`src/rtl/pwr_mode_pkg.sv`:
```
package pwr_mode_pkg;

  typedef enum logic [2:0] {
    MODE_OFF   = 3'd0,
    MODE_PWRUP = 3'd1,
    MODE_RST   = 3'd2,
    MODE_WAKE  = 3'd3,
    MODE_SLEEP = 3'd4,
    MODE_COMA  = 3'd5,
    MODE_ON    = 3'd6
  } mode_e;

  // Level flags produced by the datapath comparators.
  typedef struct packed {
    logic aonLost;      // always-on rail collapsed
    logic buArm;        // back-up high enough to start
    logic ctlPupExit;   // control above power-up exit
    logic ctlComa;      // control above coma entry
    logic ctlWakeUp;    // control above reset->wake
    logic ctlWakeDn;    // control below wake->reset
    logic ctlSleepUp;   // control above wake->sleep
    logic ctlSleepDn;   // control below sleep->wake
    logic ctlComaDn;    // control below coma->sleep
    logic ctlOnEnter;   // control below reset->on
    logic ctlOnExit;    // control above on->reset
    logic supOnEnter;   // supply above on entry
    logic supOnExit;    // supply below on exit
  } level_t;

  // Strobes from control to datapath.
  typedef struct packed {
    logic aonOn;
    logic hiCur;
    logic railsOn;
    logic rstHigh;
    logic holdArm;
  } strobe_t;

endpackage

```
`src/rtl/pwr_mode_dp.sv`:
```
module pwr_mode_dp
  import pwr_mode_pkg::*;
#(
  parameter int W               = 16,
  parameter int BU_ARM_MV       = 7900,
  parameter int BU_OK_MV        = 6000,
  parameter int AON_OFF_MV      = 3000,
  parameter int CTL_PUP_EXIT_MV = 2200,
  parameter int CTL_COMA_MV     = 3800,
  parameter int CTL_WAKE_UP_MV  = 2800,
  parameter int CTL_WAKE_DN_MV  = 1900,
  parameter int CTL_SLEEP_UP_MV = 3600,
  parameter int CTL_SLEEP_DN_MV = 2700,
  parameter int CTL_ON_ENTER_MV = 1100,
  parameter int CTL_ON_EXIT_MV  = 2000,
  parameter int SUP_SET_MV      = 7600,
  parameter int SUP_CLR_MV      = 7100
) (
  input  logic         clk,
  input  logic         rstN,
  input  logic [W-1:0] buMv,
  input  logic [W-1:0] supMv,
  input  logic [W-1:0] aonMv,
  input  logic [W-1:0] ctlMv,
  input  logic         rail1Good,
  input  logic         rail2Good,
  input  logic         loadDump,
  input  strobe_t      strobe,
  output level_t       lvl,
  output logic         aonEn,
  output logic         aonHiCur,
  output logic         rail1En,
  output logic         rail2En,
  output logic         rstOut,
  output logic         holdOut
);

  localparam logic [W-1:0] BuArm     = W'(BU_ARM_MV);
  localparam logic [W-1:0] BuOk      = W'(BU_OK_MV);
  localparam logic [W-1:0] AonOff    = W'(AON_OFF_MV);
  localparam logic [W-1:0] PupExit   = W'(CTL_PUP_EXIT_MV);
  localparam logic [W-1:0] ComaLvl   = W'(CTL_COMA_MV);
  localparam logic [W-1:0] WakeUp    = W'(CTL_WAKE_UP_MV);
  localparam logic [W-1:0] WakeDn    = W'(CTL_WAKE_DN_MV);
  localparam logic [W-1:0] SleepUp   = W'(CTL_SLEEP_UP_MV);
  localparam logic [W-1:0] SleepDn   = W'(CTL_SLEEP_DN_MV);
  localparam logic [W-1:0] OnEnter   = W'(CTL_ON_ENTER_MV);
  localparam logic [W-1:0] OnExit    = W'(CTL_ON_EXIT_MV);
  localparam logic [W-1:0] SupSet    = W'(SUP_SET_MV);
  localparam logic [W-1:0] SupClr    = W'(SUP_CLR_MV);
  localparam int           NumRails  = 2;

  logic supTrig;
  logic [NumRails-1:0] railGood;
  logic [NumRails-1:0] railEnVec;

  // Threshold comparators
  always_comb begin
    lvl.aonLost    = aonMv <  AonOff;
    lvl.buArm      = buMv  >  BuArm;
    lvl.ctlPupExit = ctlMv >  PupExit;
    lvl.ctlComa    = ctlMv >  ComaLvl;
    lvl.ctlWakeUp  = ctlMv >  WakeUp;
    lvl.ctlWakeDn  = ctlMv <  WakeDn;
    lvl.ctlSleepUp = ctlMv >  SleepUp;
    lvl.ctlSleepDn = ctlMv <  SleepDn;
    lvl.ctlComaDn  = ctlMv <  ComaLvl;
    lvl.ctlOnEnter = ctlMv <  OnEnter;
    lvl.ctlOnExit  = ctlMv >  OnExit;
    lvl.supOnEnter = supMv >  SupSet;
    lvl.supOnExit  = supMv <  SupClr;
  end

  // Registered hysteretic supply trigger
  always_ff @(posedge clk) begin
    if (!rstN) begin
      supTrig <= 1'b0;
    end else if (supMv >= SupSet) begin
      supTrig <= 1'b1;
    end else if (supMv < SupClr) begin
      supTrig <= 1'b0;
    end
  end

  assign railGood = {rail2Good, rail1Good};

  // Per-rail enable, forced off during load dump
  for (genvar i = 0; i < NumRails; i++) begin : g_rail
    assign railEnVec[i] = strobe.railsOn & ~loadDump;
  end

  assign rail1En  = railEnVec[0];
  assign rail2En  = railEnVec[1];
  assign aonEn    = strobe.aonOn;
  assign aonHiCur = strobe.hiCur;
  assign rstOut   = strobe.rstHigh & ~loadDump;
  assign holdOut  = strobe.holdArm & supTrig & (buMv >= BuOk)
                  & (&railGood) & ~loadDump;

endmodule

```
`src/rtl/pwr_mode_fsm.sv`:
```
module pwr_mode_fsm
  import pwr_mode_pkg::*;
(
  input  logic    clk,
  input  logic    rstN,
  input  level_t  lvl,
  input  logic    loadDump,
  output mode_e   mode,
  output strobe_t strobe
);

  mode_e modeNext;

  always_comb begin
    modeNext = mode;
    if (lvl.aonLost) begin
      modeNext = MODE_OFF;
    end else begin
      unique case (mode)
        MODE_OFF:   if (lvl.buArm) modeNext = MODE_PWRUP;
        MODE_PWRUP: begin
          if (lvl.ctlComa)         modeNext = MODE_COMA;
          else if (lvl.ctlPupExit) modeNext = MODE_RST;
        end
        MODE_RST: begin
          if (lvl.ctlOnEnter && lvl.supOnEnter && !loadDump) modeNext = MODE_ON;
          else if (lvl.ctlWakeUp)                            modeNext = MODE_WAKE;
        end
        MODE_WAKE: begin
          if (lvl.ctlSleepUp)     modeNext = MODE_SLEEP;
          else if (lvl.ctlWakeDn) modeNext = MODE_RST;
        end
        MODE_SLEEP: begin
          if (lvl.ctlComa)         modeNext = MODE_COMA;
          else if (lvl.ctlSleepDn) modeNext = MODE_WAKE;
        end
        MODE_COMA:  if (lvl.ctlComaDn) modeNext = MODE_SLEEP;
        MODE_ON:    if (lvl.ctlOnExit || lvl.supOnExit) modeNext = MODE_RST;
        default:    modeNext = MODE_OFF;
      endcase
    end
  end

  always_ff @(posedge clk) begin
    if (!rstN) mode <= MODE_OFF;
    else       mode <= modeNext;
  end

  // Mode decode into strobes
  always_comb begin
    strobe = '0;
    unique case (mode)
      MODE_OFF:   strobe = '0;
      MODE_PWRUP: begin strobe.aonOn = 1'b1; strobe.hiCur = 1'b1; strobe.rstHigh = 1'b1; end
      MODE_RST:   begin strobe.aonOn = 1'b1; strobe.hiCur = 1'b1; strobe.rstHigh = 1'b1; end
      MODE_WAKE:  begin strobe.aonOn = 1'b1; strobe.hiCur = 1'b1; end
      MODE_SLEEP: strobe.aonOn = 1'b1;
      MODE_COMA:  strobe.aonOn = 1'b1;
      MODE_ON: begin
        strobe.aonOn   = 1'b1;
        strobe.hiCur   = 1'b1;
        strobe.railsOn = 1'b1;
        strobe.rstHigh = 1'b1;
        strobe.holdArm = 1'b1;
      end
      default:    strobe = '0;
    endcase
  end

endmodule

```
`src/rtl/pwr_mode_ctrl.sv`:
```
module pwr_mode_ctrl
  import pwr_mode_pkg::*;
#(
  parameter int W               = 16,
  parameter int BU_ARM_MV       = 7900,
  parameter int BU_OK_MV        = 6000,
  parameter int AON_OFF_MV      = 3000,
  parameter int CTL_PUP_EXIT_MV = 2200,
  parameter int CTL_COMA_MV     = 3800,
  parameter int CTL_WAKE_UP_MV  = 2800,
  parameter int CTL_WAKE_DN_MV  = 1900,
  parameter int CTL_SLEEP_UP_MV = 3600,
  parameter int CTL_SLEEP_DN_MV = 2700,
  parameter int CTL_ON_ENTER_MV = 1100,
  parameter int CTL_ON_EXIT_MV  = 2000,
  parameter int SUP_SET_MV      = 7600,
  parameter int SUP_CLR_MV      = 7100
) (
  input  logic         clk,
  input  logic         rstN,
  input  logic [W-1:0] buMv,
  input  logic [W-1:0] supMv,
  input  logic [W-1:0] aonMv,
  input  logic [W-1:0] ctlMv,
  input  logic         rail1Good,
  input  logic         rail2Good,
  input  logic         loadDump,
  output logic         aonEn,
  output logic         aonHiCur,
  output logic         rail1En,
  output logic         rail2En,
  output logic         rstOut,
  output logic         holdOut,
  output logic [2:0]   modeCode
);

  level_t  lvl;
  strobe_t strobe;
  mode_e   mode;

  pwr_mode_dp #(
    .W(W), .BU_ARM_MV(BU_ARM_MV), .BU_OK_MV(BU_OK_MV), .AON_OFF_MV(AON_OFF_MV),
    .CTL_PUP_EXIT_MV(CTL_PUP_EXIT_MV), .CTL_COMA_MV(CTL_COMA_MV),
    .CTL_WAKE_UP_MV(CTL_WAKE_UP_MV), .CTL_WAKE_DN_MV(CTL_WAKE_DN_MV),
    .CTL_SLEEP_UP_MV(CTL_SLEEP_UP_MV), .CTL_SLEEP_DN_MV(CTL_SLEEP_DN_MV),
    .CTL_ON_ENTER_MV(CTL_ON_ENTER_MV), .CTL_ON_EXIT_MV(CTL_ON_EXIT_MV),
    .SUP_SET_MV(SUP_SET_MV), .SUP_CLR_MV(SUP_CLR_MV)
  ) u_dp (
    .clk(clk), .rstN(rstN), .buMv(buMv), .supMv(supMv), .aonMv(aonMv), .ctlMv(ctlMv),
    .rail1Good(rail1Good), .rail2Good(rail2Good), .loadDump(loadDump),
    .strobe(strobe), .lvl(lvl),
    .aonEn(aonEn), .aonHiCur(aonHiCur), .rail1En(rail1En), .rail2En(rail2En),
    .rstOut(rstOut), .holdOut(holdOut)
  );

  pwr_mode_fsm u_fsm (
    .clk(clk), .rstN(rstN), .lvl(lvl), .loadDump(loadDump),
    .mode(mode), .strobe(strobe)
  );

  assign modeCode = mode;

endmodule

```
`config.mk`:
```
export PLATFORM = sky130hd
export DESIGN_NAME = pwr_mode_ctrl
export DESIGN_NICKNAME = d
export VERILOG_FILES = /design/src/rtl/pwr_mode_pkg.sv /design/src/rtl/pwr_mode_dp.sv /design/src/rtl/pwr_mode_fsm.sv /design/src/rtl/pwr_mode_ctrl.sv
export SDC_FILE = /design/constraint.sdc
export NUM_CORES = 1
export LEC_CHECK = 0
export ABC_CLOCK_PERIOD_IN_PS = 2800
export BUFFER_PORTS_ARGS = -buffer_cell sky130_fd_sc_hd__buf_2
export CAP_MARGIN = 20
export CORE_ASPECT_RATIO = 0.8
export CORE_MARGIN = 3
export CORE_UTILIZATION = 37
export DETAILED_ROUTE_END_ITERATION = 10
export PLACE_DENSITY = 0.82
export REMOVE_ABC_BUFFERS = 1
export SYNTH_ARGS = -nofsm -noshare
export SYNTH_HDL_FRONTEND = slang
export SYNTH_SLANG_ARGS = --single-unit
```
`constraint.sdc`:
```
create_clock -name clk -period 2.8 [get_ports clk]
set_clock_uncertainty 0.05 [all_clocks]
set_input_delay 0.56 -clock clk [delete_from_list [all_inputs] [get_ports clk]]
set_output_delay 0.56 -clock clk [all_outputs]
set_load 0.005 [all_outputs]
```
* Yosys cells after proc, flatten, opt, wreduce, memory -nomap -nowiden *
Index checks and enable logic that the tools add are counted.

cells by class
  $lt $le $gt $ge = 15
  equal/unequal tests = 13
  mux-type cells = 18
  bitwise operators = 8
  reduce and logical (&&, ||, !) cells = 12

operators with widths
  kind                                                             count
  greater-than comparator 16 x 12 -> 1 bit, second input constant  4
  less-than comparator 16 x 12 -> 1 bit, second input constant     3
  two-way mux 3 bit                                                11
  >= comparator 16 x 13 -> 1 bit, second input constant            2
  greater-than comparator 16 x 13 -> 1 bit, second input constant  2
  less-than comparator 16 x 11 -> 1 bit, second input constant     2
  one-hot mux 3 bit (7 select lines)                               1
  greater-than comparator 16 x 11 -> 1 bit, second input constant  1
  less-than comparator 16 x 13 -> 1 bit, second input constant     1
  == test 3 bit, second input constant                             3
  != test 3 bit, second input constant                             3
  AND reduction 7 bit                                              1
  AND 1 bit                                                        6
  == test 3 x 2 -> 1 bit, second input constant                    2
  two-way mux 1 bit                                                6
  OR reduction 6 bit                                               1
  != test 2 bit, second input constant                             2
  OR reduction 4 bit                                               1
  == test 3 x 1 -> 1 bit, second input constant                    1
  logical NOT 3 bit                                                1
  != test 3 x 2 -> 1 bit, second input constant                    1
  OR reduction 3 bit                                               1
  logical AND 1 bit                                                2
  != test 2 x 1 -> 1 bit, second input constant                    1
  other kinds (6)                                                  7

storage, ports and cells
  register bits = 4
  bits of input ports = 69
  output and inout port bits = 9
  logic and storage cells = 68

* Depth between registers and ports, before layout *
Gate-level depths: netlist (run 1).

  word-level depth = 6
  mapped depth = 8
  depth with buffers taken out = 7

* Hierarchy *
From an unflattened synthesis (run 1), not the netlist that was laid out.

unflattened totals
  cells, all modules = 142
  area, all modules = 909.6 um2

modules (own cells, without submodules)
  module        instances  cells each  area an instance (um2)  sequential area each (um2)
  pwr_mode_dp   1          94          574.3                   20.0
  pwr_mode_fsm  1          48          335.3                   60.1

* Least setup slack after synthesis (run 1) *
No wires, ideal clock.

  path kind = in2reg
  start point = input ctlMv[13]
  end point = register u_fsm.mode[1]
  library setup time = 0.131 ns
  data arrival time = 2.140 ns
  data required time = 2.619 ns
  setup slack = 0.479 ns
  stages on the path = 8
  buffers on the path = 1
  path through = or4_1 > buf_2 > or4_1 > a21oi_1 > o21ai_1 > o211a_1 > o2111ai_1 > a221oi_1

on the way
  word-level cells in the longest chain between the ends = 5
  elaborated cells between the ends (all ways) = 24
  those cells by class = order compare (9); eq/ne (6); mux (5); reduce/logical (4)

ends and longest elaborated chain
  what                                                                                 RTL line             text
  start, declared                                                                      pwr_mode_ctrl.sv:24  input logic [W-1:0] ctlMv,
  less-than comparator 16 x 11 -> 1 bit                                                pwr_mode_dp.sv:68    lvl.ctlOnEnter = ctlMv < OnEnter;
  logical AND 1 bit (2 in a row)                                                       pwr_mode_fsm.sv:26   if (lvl.ctlOnEnter && lvl.supOnEnter && !loadDump) modeNext = MODE_ON;
  != test 3 x 2 -> 1 bit (no line) or two-way mux 3 bit (tied branches)                --
  AND reduction 7 bit (no line) or one-hot mux 3 bit (7 select lines) (tied branches)  --
  end signal, assigned                                                                 pwr_mode_fsm.sv:46   else mode <= modeNext;
  end, declared                                                                        pwr_mode_fsm.sv:8    output mode_e mode,

Several ways; a longest one is shown, not always the timed one.
A chain may end at the register's enable or synchronous reset.

* Worst setup path after layout (run 1) *
Same ends and word-level chain as after synthesis.

==> results of run 1 <==
## worst max-delay path, stage by stage
cell and delay [ps]:
buf_2 100, or4_1 680, or4_1 440, a21oi_1 160, o21ai_1 130, o211a_1 160
o2111ai_1 70, a221oi_1 110
## layout make-up
class	count	area share
multi-input cells	117	0.584
repair buffers	75	0.299
flip-flops and latches	4	0.0633
well taps	25	0.0247
clock buffers	3	0.0178
inverters	4	0.0119
## sequential cells by signal (all words and copies together) (netlist names)
name / count
u_fsm.mode: 3
u_dp.supTrig: 1
## power groups by stage
stage | Clock (mW) | Combinational (mW) | Sequential, mW
2_1_floorplan | 0 | 0.0806 | 0.0801
3_3_place_gp | 0 | 0.164 | 0.0850
3_5_place_dp | 0 | 0.165 | 0.0861
4_1_cts | 0.0737 | 0.166 | 0.0853
5_1_grt | 0.0774 | 0.185 | 0.0880
6_report | 0.0697 | 0.167 | 0.0858
## metal layers
metal	wire, um	GRT usage	vias up
met5	0	0	-
met3	311	0.0238	2
met2	1360	0.308	79
li1	-	-	676
met4	7	0.0590	0
met1	1250	0.273	602
## kinds of logic after synthesis
logic type | count (synthesis)
flip-flops | 4
adder cells (fa/ha/maj) | 1
buffers and inverters | 11
AND/OR/NAND/NOR | 64
AO/OA/AOI/OAI | 52
## stage by stage
stage | hold slack, ps | utilization | power (mW) | setup WS (ps)
finish | 435 | 0.576 | 0.322 | 402
global route | 486 | 0.576 | 0.350 | 198
CTS | 442 | 0.576 | 0.325 | 408
detailed placement | 433 | 0.566 | 0.251 | 169
global placement | 428 | 0.566 | 0.249 | 213
floorplan | 401 | - | 0.161 | 458
## worst max-delay path by stage
stage | cells after the start | to | from | slack [ps]
floorplan | 7 | u_fsm.mode[1] | ctlMv[13] | 460
global placement | 8 | u_fsm.mode[1] | ctlMv[13] | 210
detailed placement | 8 | u_fsm.mode[1] | ctlMv[13] | 170
CTS | 8 | u_fsm.mode[1] | ctlMv[13] | 410
global route | 8 | u_fsm.mode[1] | ctlMv[13] | 200
finish | 8 | u_fsm.mode[1] | ctlMv[13] | 400
## cell usage in the layout (no fill, tap or decap), types with 2 or more instances in the layout
master	Yosys	final
a31oi_1	4	4
nor4_1	6	6
and3_1	2	2
dfxtp_1	4	4
or3_1	2	2
buf_2	3	74
or4_1	3	3
nand2_1	9	9
o21ai_0	11	11
o2111ai_1	2	2
nand3b_1	2	2
and4_1	2	2
and2_1	3	3
a21oi_1	12	12
o21ai_1	2	2
o221a_2	2	2
nor3_1	9	9
a31o_2	2	2
nand3_1	8	8
nand4_1	4	4
inv_1	4	4
nor2_1	9	9
o211a_1	2	2
clkbuf_4	0	3
nand2b_1	2	2
==> impl_metrics.json, run 1 <==
{
  "outcome": "completed",
  "rr_worst_depth": 7,
  "die_w_um": 60.1,
  "synth_cell_types": 45,
  "syn2layout_area_growth_pct": 45.9,
  "dp_hpwl_um": 2440,
  "drive_gt1_frac": 0.429,
  "internal-power_uw": 198,
  "drt_wl_total_um": 2930,
  "grt_first_pass_wirelength_um": 4730,
  "post_dp_cell_area_mm2": 0.00124,
  "clockPowerShare": 0.216,
  "synth_xor_area_frac": 0,
  "yosys.area.top_type": "dfxtp_1",
  "r2r_setup_slack_ps": 540,
  "r2r_start": "u_fsm.mode[0]",
  "cts.clk_slew.worst_paths_ps": 40,
  "cp_max_fo": 8,
  "drc_errors": 0,
  "min_to": "u_dp.supTrig",
  "sequentialPowerShare": 0.266,
  "post_cts_buffers": 0,
  "diodes": 0,
  "holdPathStages": 2,
  "start_util": 0.395,
  "post_synth.cell_area_avg_um2": 6.57,
  "firstDrtPassIters": 4,
  "post-route-period-util": 0.857,
  "globalRouteOverflowTotal": 0,
  "async_flop_share": 0,
  "numCtsBuffers": 3,
  "fin_cells": 228,
  "antenna_left": 0,
  "synth_edf_count": 0,
  "die_area_mm2": 0.00296,
  "synth_area_leaders": "dfxtp_1, a21oi_1, o21ai_0",
  "synth_top_area_frac": 0.0924,
  "syn_area_um2": 867,
  "track_usage": 0.196,
  "fp.dieH_um": 49.3,
  "swShare": 0.387,
  "crit_path_end_kind": "flop",
  "synth-simple-area-share": 0.410,
  "synth-seq-cells": 4,
  "synth_adder_area_share": 0.0115,
  "max_cap_violations": 0,
  "clk_latency_ps": 230,
  "synth-main-ff-cell": "dfxtp_1",
  "placementRows": 15,
  "relSlewSlack": 0.670,
  "hold_viol": 0,
  "routedWlPerCell_um": 12.9,
  "netlist_instances": 132,
  "worstSetupPathType": "primary input to flop",
  "synth_top_family_by_area": "compound AO/OA/AOI/OAI gates",
  "rsz0062_at_grt": "no",
  "synth_warnings": 0,
  "synth_compound_area_frac": 0.430,
  "switchingPower_uw": 125,
  "antenna_found_initial": 0,
  "stdcell_area_mm2": 0.00126,
  "r2r_end": "u_fsm.mode[1]",
  "htreeDepth": 1,
  "post_cts_resized": 0,
  "p_per_area_mw_per_mm2": 255,
  "drt-initial-drc-count": 63,
  "vdd_drop_max_uv": 192,
  "viasPerCell": 5.96,
  "setup_viol": 0,
  "coreArea_mm2": 0.00220,
  "final.setup.tns_ps": 0,
  "fillers": 222,
  "combPwrFrac": 0.517,
  "synthTopCellsByCount": "a21oi_1, o21ai_0, nand2_1, nor2_1, nor3_1",
  "clock_path_buffers": 2,
  "p_leak_nw": 0.588,
  "ctsHoldBuffers": 0,
  "muxShareOfSynthArea": 0,
  "period_minus_slack_ps": 2400,
  "ys_seq_area_frac": 0.0924,
  "maxSlewViolCount": 0,
  "grt_pass1_vias": 1175,
  "gp_congestion": 0.886,
  "clock_sinks": 4,
  "worstPathArrival_ps": 2420,
  "tightest_slew_ps": 495,
  "vias": 1359,
  "cts-root-buf": "clkbuf_4",
  "seqCellArea_um2": 80.1,
  "multi_input_area_um2": 738,
  "post-place-cells": 225,
  "hp-class": "flop to flop",
  "cts_tree": "built",
  "fin_nets": 274,
  "required_ps": 2830,
  "numPortBuffers": 74,
  "max_clock_freq_mhz": 417,
  "yosysMostFrequentCell": "a21oi_1",
  "ios": 78,
  "grt_max_degree": 16,
  "min_from": "u_dp.supTrig",
  "cp-start-kind": "primary input"
}
No activity file was read; power rests on OpenSTA's default activity.
==> inputs of run 2 (changes only) <==
- ABC_CLOCK_PERIOD_IN_PS: 2800 -> 1900
- CORE_UTILIZATION: 37 -> 34
- PLACE_DENSITY: 0.82 -> 0.79
- clock period: 2.8 -> 1.9 ns (I/O delays scaled with it)
==> run 2 against run 1 <==
The run now ends with negative setup slack left. Clock-buffer cell count stayed put. Global-route usage is 2.6 points higher. Total power is 74% higher. Non-clock buffer count is 29 higher. Register-to-register slack worse by 540 ps.
==> impl_metrics.json, run 2 (synthesis results as in run 1) <==
{
  "period_minus_slack_ps": 2030,
  "regMostFlops": "u_fsm.mode",
  "crit_path_end_kind": "flop",
  "swShare": 0.388,
  "grt_pass1_vias": 1341,
  "setup_slack_ps": -135,
  "max_cap_violations": 0,
  "tightest_slew_ps": 442,
  "firstDrtPassIters": 5,
  "combPwrFrac": 0.617,
  "clockPowerShare": 0.201,
  "clk_latency_ps": 250,
  "min_from": "rstN",
  "rsz0062_at_grt": "yes",
  "start_util": 0.379,
  "die_w_um": 62.5,
  "maxSlewViolCount": 0,
  "layout_commonest_cell": "buf_2",
  "diodes": 0,
  "min_to": "u_dp.supTrig",
  "die_area_mm2": 0.00320,
  "rr_worst_depth": 7,
  "pre_cts_slack_ps": -480,
  "syn2layout_area_growth_pct": 76.6,
  "dp_hpwl_um": 3040,
  "track_usage": 0.222,
  "grt_first_pass_wirelength_um": 5750,
  "sequentialPowerShare": 0.182,
  "routedWlPerCell_um": 13.6,
  "hp-class": "primary input to flop",
  "antenna_found_initial": 0,
  "hold_viol": 0,
  "numPortBuffers": 74,
  "timing.hold.ws_ps": 332,
  "globalRouteOverflowTotal": 0,
  "htreeDepth": 1,
  "p_per_area_mw_per_mm2": 366,
  "gp_congestion": 0.900,
  "fin_nets": 303,
  "worstPathArrival_ps": 2160,
  "top_regs": "u_fsm.mode (3), u_dp.supTrig (1)",
  "placementRows": 15,
  "antenna_left": 0,
  "layout_common_cells": "buf_2, buf_4, o21ai_0",
  "cts_tree": "built",
  "stdcell_area_mm2": 0.00153,
  "post_dp_cell_area_mm2": 0.00145,
  "ios": 78,
  "holdPathStages": 3,
  "setup_viol": 3,
  "internal-power_uw": 343,
  "r2r_start": "u_fsm.mode[0]",
  "fillers": 204,
  "required_ps": 2030,
  "coreArea_mm2": 0.00229,
  "cp-start-kind": "primary input",
  "drive_gt1_frac": 0.526,
  "vdd_drop_max_uv": 216,
  "drt-initial-drc-count": 88,
  "violations": "negative setup slack",
  "worstSetupPathType": "primary input to flop",
  "ctsHoldBuffers": 0,
  "r2r_setup_slack_ps": 0,
  "drc_errors": 0,
  "outcome": "finished with violations",
  "cts.clk_slew.worst_paths_ps": 40,
  "drt_wl_total_um": 3630,
  "numCtsBuffers": 3,
  "clock_sinks": 4,
  "largest_reg_flops": 3,
  "max_clock_freq_mhz": 491,
  "finalPower_uw": 560,
  "vias": 1508,
  "clock_path_buffers": 2,
  "switchingPower_uw": 217,
  "grt_max_degree": 15,
  "cp_max_fo": 6,
  "relSlewSlack": 0.703,
  "p_leak_nw": 0.731,
  "viasPerCell": 5.67,
  "cts-root-buf": "clkbuf_4",
  "post-route-period-util": 1.07,
  "r2r_end": "u_fsm.mode[0]",
  "fp.dieH_um": 51.2
}
run 2: changes by cell type in the layout (fill, tap and decap cells not counted), moves of 2 or more:
cell     before  now
buf_6         0    2
a21oi_1      12   10
a21oi_2       0    2
buf_4         1   28
run 2: worst max path at each step:
stage	end	slack, ps	from
after floorplan	u_fsm.mode[1]	-260	ctlMv[13]
after global placement	u_fsm.mode[1]	-430	ctlMv[2]
after detailed placement	u_fsm.mode[2]	-480	ctlMv[2]
after CTS	u_fsm.mode[2]	-80	ctlMv[15]
after global routing	u_fsm.mode[2]	-200	ctlMv[15]
final	u_fsm.mode[2]	-130	ctlMv[15]
run 2: area by class of cell:
type / instances / area, um2 / share of cell area
Clock buffer: 3 / 22.5 / 0.0147
Multi-Input combinational cell: 117 / 768 / 0.502
Timing Repair Buffer: 104 / 603 / 0.394
Tap cell: 34 / 42.5 / 0.0278
Inverter: 4 / 15.0 / 0.00980
Sequential cell: 4 / 80.1 / 0.0523
run 2: power by group through the flow:
stage	registers, mW	logic [mW]	clock network (mW)
global placement	0.101	0.316	0
floorplan	0.118	0.119	0
CTS	0.100	0.334	0.116
finish	0.102	0.345	0.113
detailed placement	0.101	0.323	0
global route	0.102	0.378	0.120
run 2: repair_timing:
action,CTS,global route
endpoints found under the setup margin,3,4
gates cloned,0,0
resized for setup,7,3
pin swaps,4,2
buffers inserted,1,2
run 2: through the flow:
| step | cells | utilization | TNS [ps] |
|---|---|---|---|
| after CTS | 264 | 0.658 | -210 |
| after floorplan | 125 | - | -706 |
| final | 266 | 0.669 | -358 |
| after detailed placement | 260 | 0.633 | -1370 |
| after global routing | 266 | 0.669 | -552 |
| after global placement | 260 | 0.633 | -1220 |
run 2: critical path: stages:
cell       delay, ps
buf_2            100
or4_4            570
o31ai_2          350
a2bb2oi_2        230
o2111ai_2        160
a211o_1          260
a21oi_1          110
run 2: per-layer routing:
| metal | vias to the layer above | track usage | routed length, um |
|---|---|---|---|
| met5 | - | 0 | 0 |
| met4 | 0 | 0.0549 | 55 |
| met3 | 8 | 0.0637 | 362 |
| met2 | 82 | 0.358 | 1610 |
| met1 | 681 | 0.293 | 1600 |
| li1 | 737 | - | - |
